File: config.mk
export PLATFORM = sky130hd
export DESIGN_NAME = opnd_shifter
export DESIGN_NICKNAME = d
export VERILOG_FILES = /design/src/rtl/shf_pkg.sv /design/src/rtl/shf_decode.sv /design/src/rtl/shf_core.sv /design/src/rtl/opnd_shifter.sv
export SDC_FILE = /design/constraint.sdc
export NUM_CORES = 1
export LEC_CHECK = 0
export ABC_AREA = 1
export BUFFER_PORTS_ARGS = -buffer_cell sky130_fd_sc_hd__buf_2
export CAP_MARGIN = 20
export CORE_ASPECT_RATIO = 1.75
export CORE_UTILIZATION = 35
export CTS_CLUSTER_DIAMETER = 50
export CTS_CLUSTER_SIZE = 10
export DETAILED_ROUTE_END_ITERATION = 10
export GPL_TIMING_DRIVEN = 0
export PLACE_DENSITY_LB_ADDON = 0.08
export SLEW_MARGIN = 5
export SYNTH_ARGS = -nofsm -noshare
export SYNTH_HDL_FRONTEND = slang
export SYNTH_HIERARCHICAL = 1
export SYNTH_SLANG_ARGS = --single-unit
File: constraint.sdc
create_clock -name clk -period 3.5 [get_ports clk]
set_input_delay 0.525 -clock clk [delete_from_list [all_inputs] [get_ports clk]]
set_output_delay 0.525 -clock clk [all_outputs]
set_load 0.005 [all_outputs]
File: src/rtl/shf_pkg.sv
package shf_pkg;

  typedef enum logic [1:0] {
    SK_LSL = 2'b00,
    SK_LSR = 2'b01,
    SK_ASR = 2'b10,
    SK_ROR = 2'b11
  } shf_kind_e;

  typedef enum logic [1:0] {
    SM_PASS  = 2'b00,
    SM_SHIFT = 2'b01,
    SM_RRX   = 2'b10
  } shf_mode_e;

  localparam int unsigned KIND_LSB  = 5;
  localparam int unsigned FORM_BIT  = 4;
  localparam int unsigned IMM_LSB   = 7;

endpackage

File: src/rtl/shf_decode.sv
module shf_decode
  import shf_pkg::*;
#(
  parameter int unsigned DATA_W = 32,
  parameter int unsigned OPF_W  = 12,
  parameter int unsigned AMT_W  = 8
) (
  input  logic [OPF_W-1:0] op_field,
  input  logic [AMT_W-1:0] rs_byte,
  output shf_kind_e        kind,
  output shf_mode_e        mode,
  output logic [AMT_W-1:0] amt
);

  localparam int unsigned IMM_W = $clog2(DATA_W);

  logic             reg_form;
  logic [IMM_W-1:0] imm_amt;
  logic [AMT_W-1:0] imm_ext;
  logic             unused_low;

  assign reg_form   = op_field[FORM_BIT];
  assign kind       = shf_kind_e'(op_field[KIND_LSB +: 2]);
  assign imm_amt    = op_field[IMM_LSB +: IMM_W];
  assign imm_ext    = {{(AMT_W-IMM_W){1'b0}}, imm_amt};
  assign unused_low = ^op_field[FORM_BIT-1:0];

  always_comb begin
    mode = SM_SHIFT;
    amt  = imm_ext;
    if (reg_form) begin
      amt = rs_byte;
      if (rs_byte == '0) mode = SM_PASS;
    end else if (imm_amt == '0) begin
      unique case (kind)
        SK_LSL: mode = SM_PASS;
        SK_LSR,
        SK_ASR: amt  = AMT_W'(DATA_W);
        SK_ROR: mode = SM_RRX;
        default: mode = SM_PASS;
      endcase
    end
  end

endmodule

File: src/rtl/shf_core.sv
module shf_core
  import shf_pkg::*;
#(
  parameter int unsigned DATA_W = 32,
  parameter int unsigned AMT_W  = 8
) (
  input  logic [DATA_W-1:0] x,
  input  logic              cin,
  input  shf_kind_e         kind,
  input  shf_mode_e         mode,
  input  logic [AMT_W-1:0]  amt,
  output logic [DATA_W-1:0] res,
  output logic              cout
);

  localparam int unsigned LOG_W = $clog2(DATA_W);

  logic        [DATA_W:0]   lsl_w;
  logic        [DATA_W:0]   lsr_w;
  logic signed [DATA_W:0]   asr_w;
  logic        [LOG_W-1:0]  rot_amt;
  logic        [DATA_W-1:0] rot_v;

  // Carry rides in the extra bit of each widened shift.
  assign lsl_w   = {1'b0, x} << amt;
  assign lsr_w   = {x, 1'b0} >> amt;
  assign asr_w   = $signed({x, 1'b0}) >>> amt;
  assign rot_amt = amt[LOG_W-1:0];
  assign rot_v   = (x >> rot_amt) | (x << (DATA_W - rot_amt));

  always_comb begin
    res  = x;
    cout = cin;
    unique case (mode)
      SM_PASS: begin
        res  = x;
        cout = cin;
      end
      SM_RRX: begin
        res  = {cin, x[DATA_W-1:1]};
        cout = x[0];
      end
      SM_SHIFT: begin
        unique case (kind)
          SK_LSL: {cout, res} = lsl_w;
          SK_LSR: {res, cout} = lsr_w;
          SK_ASR: {res, cout} = asr_w;
          SK_ROR: begin
            res  = rot_v;
            cout = rot_v[DATA_W-1];
          end
          default: ;
        endcase
      end
      default: ;
    endcase
  end

endmodule

File: src/rtl/opnd_shifter.sv
module opnd_shifter
  import shf_pkg::*;
#(
  parameter int unsigned DATA_W = 32,
  parameter int unsigned OPF_W  = 12,
  parameter int unsigned AMT_W  = 8
) (
  input  logic              clk,
  input  logic              rst,
  input  logic [DATA_W-1:0] rm_val,
  input  logic [OPF_W-1:0]  op_field,
  input  logic [AMT_W-1:0]  rs_byte,
  input  logic              carry_in,
  output logic [DATA_W-1:0] shf_out,
  output logic              carry_out
);

  shf_kind_e         dec_kind;
  shf_mode_e         dec_mode;
  logic [AMT_W-1:0]  dec_amt;
  logic [DATA_W-1:0] core_res;
  logic              core_cout;

  shf_decode #(.DATA_W(DATA_W), .OPF_W(OPF_W), .AMT_W(AMT_W)) u_dec (
    .op_field (op_field),
    .rs_byte  (rs_byte),
    .kind     (dec_kind),
    .mode     (dec_mode),
    .amt      (dec_amt)
  );

  shf_core #(.DATA_W(DATA_W), .AMT_W(AMT_W)) u_core (
    .x    (rm_val),
    .cin  (carry_in),
    .kind (dec_kind),
    .mode (dec_mode),
    .amt  (dec_amt),
    .res  (core_res),
    .cout (core_cout)
  );

  always_ff @(posedge clk) begin
    if (rst) begin
      shf_out   <= '0;
      carry_out <= 1'b0;
    end else begin
      shf_out   <= core_res;
      carry_out <= core_cout;
    end
  end

  // ---------------- assertions ----------------
  logic is_reg, is_imm0;
  logic [1:0] kd;
  assign is_reg  = op_field[FORM_BIT];
  assign is_imm0 = !is_reg && (op_field[IMM_LSB +: 5] == 5'd0);
  assign kd      = op_field[KIND_LSB +: 2];

  p_reg_form_bit7_r2: assert property (@(posedge clk) disable iff (rst)
    is_reg |-> !op_field[IMM_LSB]);

  p_lsl_imm0_pass_r4: assert property (@(posedge clk) disable iff (rst)
    (is_imm0 && kd == 2'b00) |=>
      (shf_out == $past(rm_val) && carry_out == $past(carry_in)));

  p_lsr_imm0_full_r5: assert property (@(posedge clk) disable iff (rst)
    (is_imm0 && kd == 2'b01) |=>
      (shf_out == '0 && carry_out == $past(rm_val[DATA_W-1])));

  p_rrx_imm0_r6: assert property (@(posedge clk) disable iff (rst)
    (is_imm0 && kd == 2'b11) |=>
      (shf_out == {$past(carry_in), $past(rm_val[DATA_W-1:1])}
       && carry_out == $past(rm_val[0])));

  p_reg_zero_pass_r7: assert property (@(posedge clk) disable iff (rst)
    (is_reg && rs_byte == '0) |=>
      (shf_out == $past(rm_val) && carry_out == $past(carry_in)));

  p_big_logical_zero_r8: assert property (@(posedge clk) disable iff (rst)
    (is_reg && !kd[1] && rs_byte > AMT_W'(DATA_W)) |=>
      (shf_out == '0 && !carry_out));

  p_ror_carry_top_r9: assert property (@(posedge clk) disable iff (rst)
    (is_reg && kd == 2'b11 && rs_byte != '0) |=>
      (carry_out == shf_out[DATA_W-1]));

  p_reset_clear_r10: assert property (@(posedge clk)
    rst |=> (shf_out == '0 && !carry_out));

endmodule

==> results.ini <==
[cells_and_area]
diodes = 0
finalNetCount = 1797
drive_gt1_share_pct = 15.41
fin_util_pct = 42.09
finalInstanceArea_mm2 = 0.009366
final_cell_mix = 583 x nand2_1, 218 x nand3_1, 130 x nor2_1
area_delta_synth_final_pct = 17.61
final_common_cell = nand2_1
final_cells = 2035

[grt]
grt_pass1_wl_um = 83100
antenna_found_initial = 0
grt_max_degree = 19
grt_pass1_vias = 11870
grt_util_all_layers_pct = 50.47
grt_overflow_total = 0

[die]
rows = 72
dieArea_mm2 = 0.02338
die_w_um = 116.0
fp.dieH_um = 201.5
start_util_pct = 35.79
core_mm2 = 0.02225
num_io_pins = 88

[drt]
drtAntennaViolNets = 0
drc_errors = 0
vias = 12850
drt-total-wl_um = 58080
viasPerCell = 6.314
drt_iter0_drc = 1655
wl_per_cell_um = 28.54
dr.pass1.iters = 7

[pwr]
total_power_mw = 3.300
p_leak_nw = 4.603
ir_drop_uv = 133.0
power_density_mw_per_mm2 = 352.3

[timing]
max_freq_ghz = 0.2783
drv_slew = 0
relSlewSlack_pct = 38.25
setup_ws_ns = -0.09294
timing.hold.ws_ns = 0.4495
tightestPinTransition_ns = 0.9263
fin_crit_sh_pct = 102.7
hold_viol_final = 0
final.setup.tns_ns = -0.09623
setup_viol = 2
min_period_ns = 3.593

[synth]
yosysSeqAreaShare_pct = 8.295
yosysWarnings = 6
ys.flop_type = dfxtp_1
synthTopCellsByArea = nand2_1 28%, nand3_1 14%, dfxtp_1 8.3%
synth_fp_nets = 1700
synth_top_area_share_pct = 28.09
synth-seq-cells = 33
syn_area_mm2 = 0.007964
avgSynthCellArea_um2 = 4.853
synth_cell_types = 49
synth_area_leader_cell = nand2_1
synth_edf_count = 0
postSynth.asyncResetShare_pct = 0
netlist_instances = 1641

[clock_tree]
h-tree-depth = 2
cts_sinks = 33
cts.path.max_buffers = 2
hold_buffers = 0
cts_root_buf = clkbuf_16
cts_tree = done
clk_pin_slew_ns = 0.06
cts_made_buffers = 5

[setup_path]
worstPathRequired_ns = 3.73
critPathMaxFanout = 10
cp_num_buf_inv = 4
endpoint_kind = flop
worstSetupStartpoint = op_field[4]
cp-endpoint = shf_out[19]
slowest_stage = o21ai_2
critical_path.cell_chain = buf_2 -> buf_6 -> nand2_1 -> nand2_4 -> clkbuf_4 -> o21ai_2 -> nand2_1 -> o22ai_1 -> and2_1 -> nand2_1 -> nand2_1 -> nand4_1 -> a21oi_1 -> nand2_1 -> a21oi_2 -> inv_1 -> nor2_1
crit_path_max_incr_delay_ns = 0.51
worstSetupPathType = input port to flop
cp_num_cells = 17
start_kind = input port
crit_path_frequent_cell = nand2_1
cp.arrival_ns = 3.82
cp_top_family = compound AO/OA/AOI/OAI gates

[placement]
port_buffers = 82
dp_cells = 2019
gp_congestion = 1.233
dp_hpwl_um = 47080
place_ws_ns = -1.338
dpl_cell_area_mm2 = 0.008745

[outcome]
violations = setup timing
status = complete, but fails checks

[run]
maxCapViolCount = 0

[hold_path]
hold_class = input port to flop

## final cells by class
class / instances / area [um^2]
Multi-Input combinational cell: 1376 / 6681
Timing Repair Buffer: 91 / 485.5
Tap cell: 296 / 370.4
Fill cell: 2689 / 12880
Inverter: 124 / 475.5
Buffer: 107 / 554.3
Clock inverter: 2 / 10.01
Sequential cell: 33 / 660.6
Clock buffer: 6 / 128.9
## cells in the mapped netlist, types with 2 or more instances
cell and instances:
ha_1 4, and2_1 6, o21ai_1 99, buf_2 33, buf_6 6, o21ai_0 54, a22oi_1 9, nor2_1 143
o21a_1 2, nand3_2 2, nor2_4 3, nand3_1 226, a41oi_1 3, inv_1 99, buf_1 17, inv_2 20
o211ai_1 24, nand3b_1 3, or2_1 2, buf_4 4, nand2_1 596, nand4_1 20, dfxtp_1 33, nor3_1 4
o22ai_1 19, a21oi_1 125, a31oi_1 4, clkinv_1 5, nor2_2 4, mux2i_1 5, clkbuf_1 48, a221oi_1 2
## repair_timing
action                     4_1_cts  5_1_grt
gates resized for setup         38       99
setup buffers                    2        6
gates cloned                     0        0
setup endpoints to repair       33       33
pin swaps                        1       13
## per-layer routing
layer | track usage (%) | vias up | wire (um)
li1 | - | 5658 | -
met1 | 52.09 | 5688 | 18330
met2 | 73.68 | 1097 | 24810
met3 | 18.16 | 407 | 6748
met4 | 55.95 | 0 | 8188
met5 | 0 | - | 0
## power by group
| group | total (mW) | internal [mW] | switching (mW) |
|---|---|---|---|
| Combinational | 2.46 | 0.650 | 1.81 |
| Sequential | 0.420 | 0.413 | 0.00672 |
| Clock | 0.422 | 0.261 | 0.161 |
## kinds of logic after synthesis
logic type	after synthesis	share of synthesized area, %
AOI/OAI and AO/OA	351	24.23
xor gates and xnor gates	3	0.6600
adders and majority gates	4	0.6285
buffers and inverters	232	12.21
DFF	33	8.295
muxes	5	0.6285
and+or+nand+nor	1013	53.35
## worst min path at each step
| stage | start | to | slack, ns | cells past startpoint |
|---|---|---|---|---|
| finish | rst | shf_out[29] | 0.45 | 2 |
| global route | rst | shf_out[29] | 0.44 | 2 |
| CTS | rst | shf_out[29] | 0.44 | 2 |
| detailed placement | rst | shf_out[31] | 0.74 | 2 |
| global placement | rst | carry_out | 0.74 | 2 |
| floorplan | rst | carry_out | 0.71 | 2 |
## state kept, by name (all words and copies together) (netlist names)
signal,count
shf_out,32
carry_out,1
Note: power is estimated with default switching activity, not from simulation.
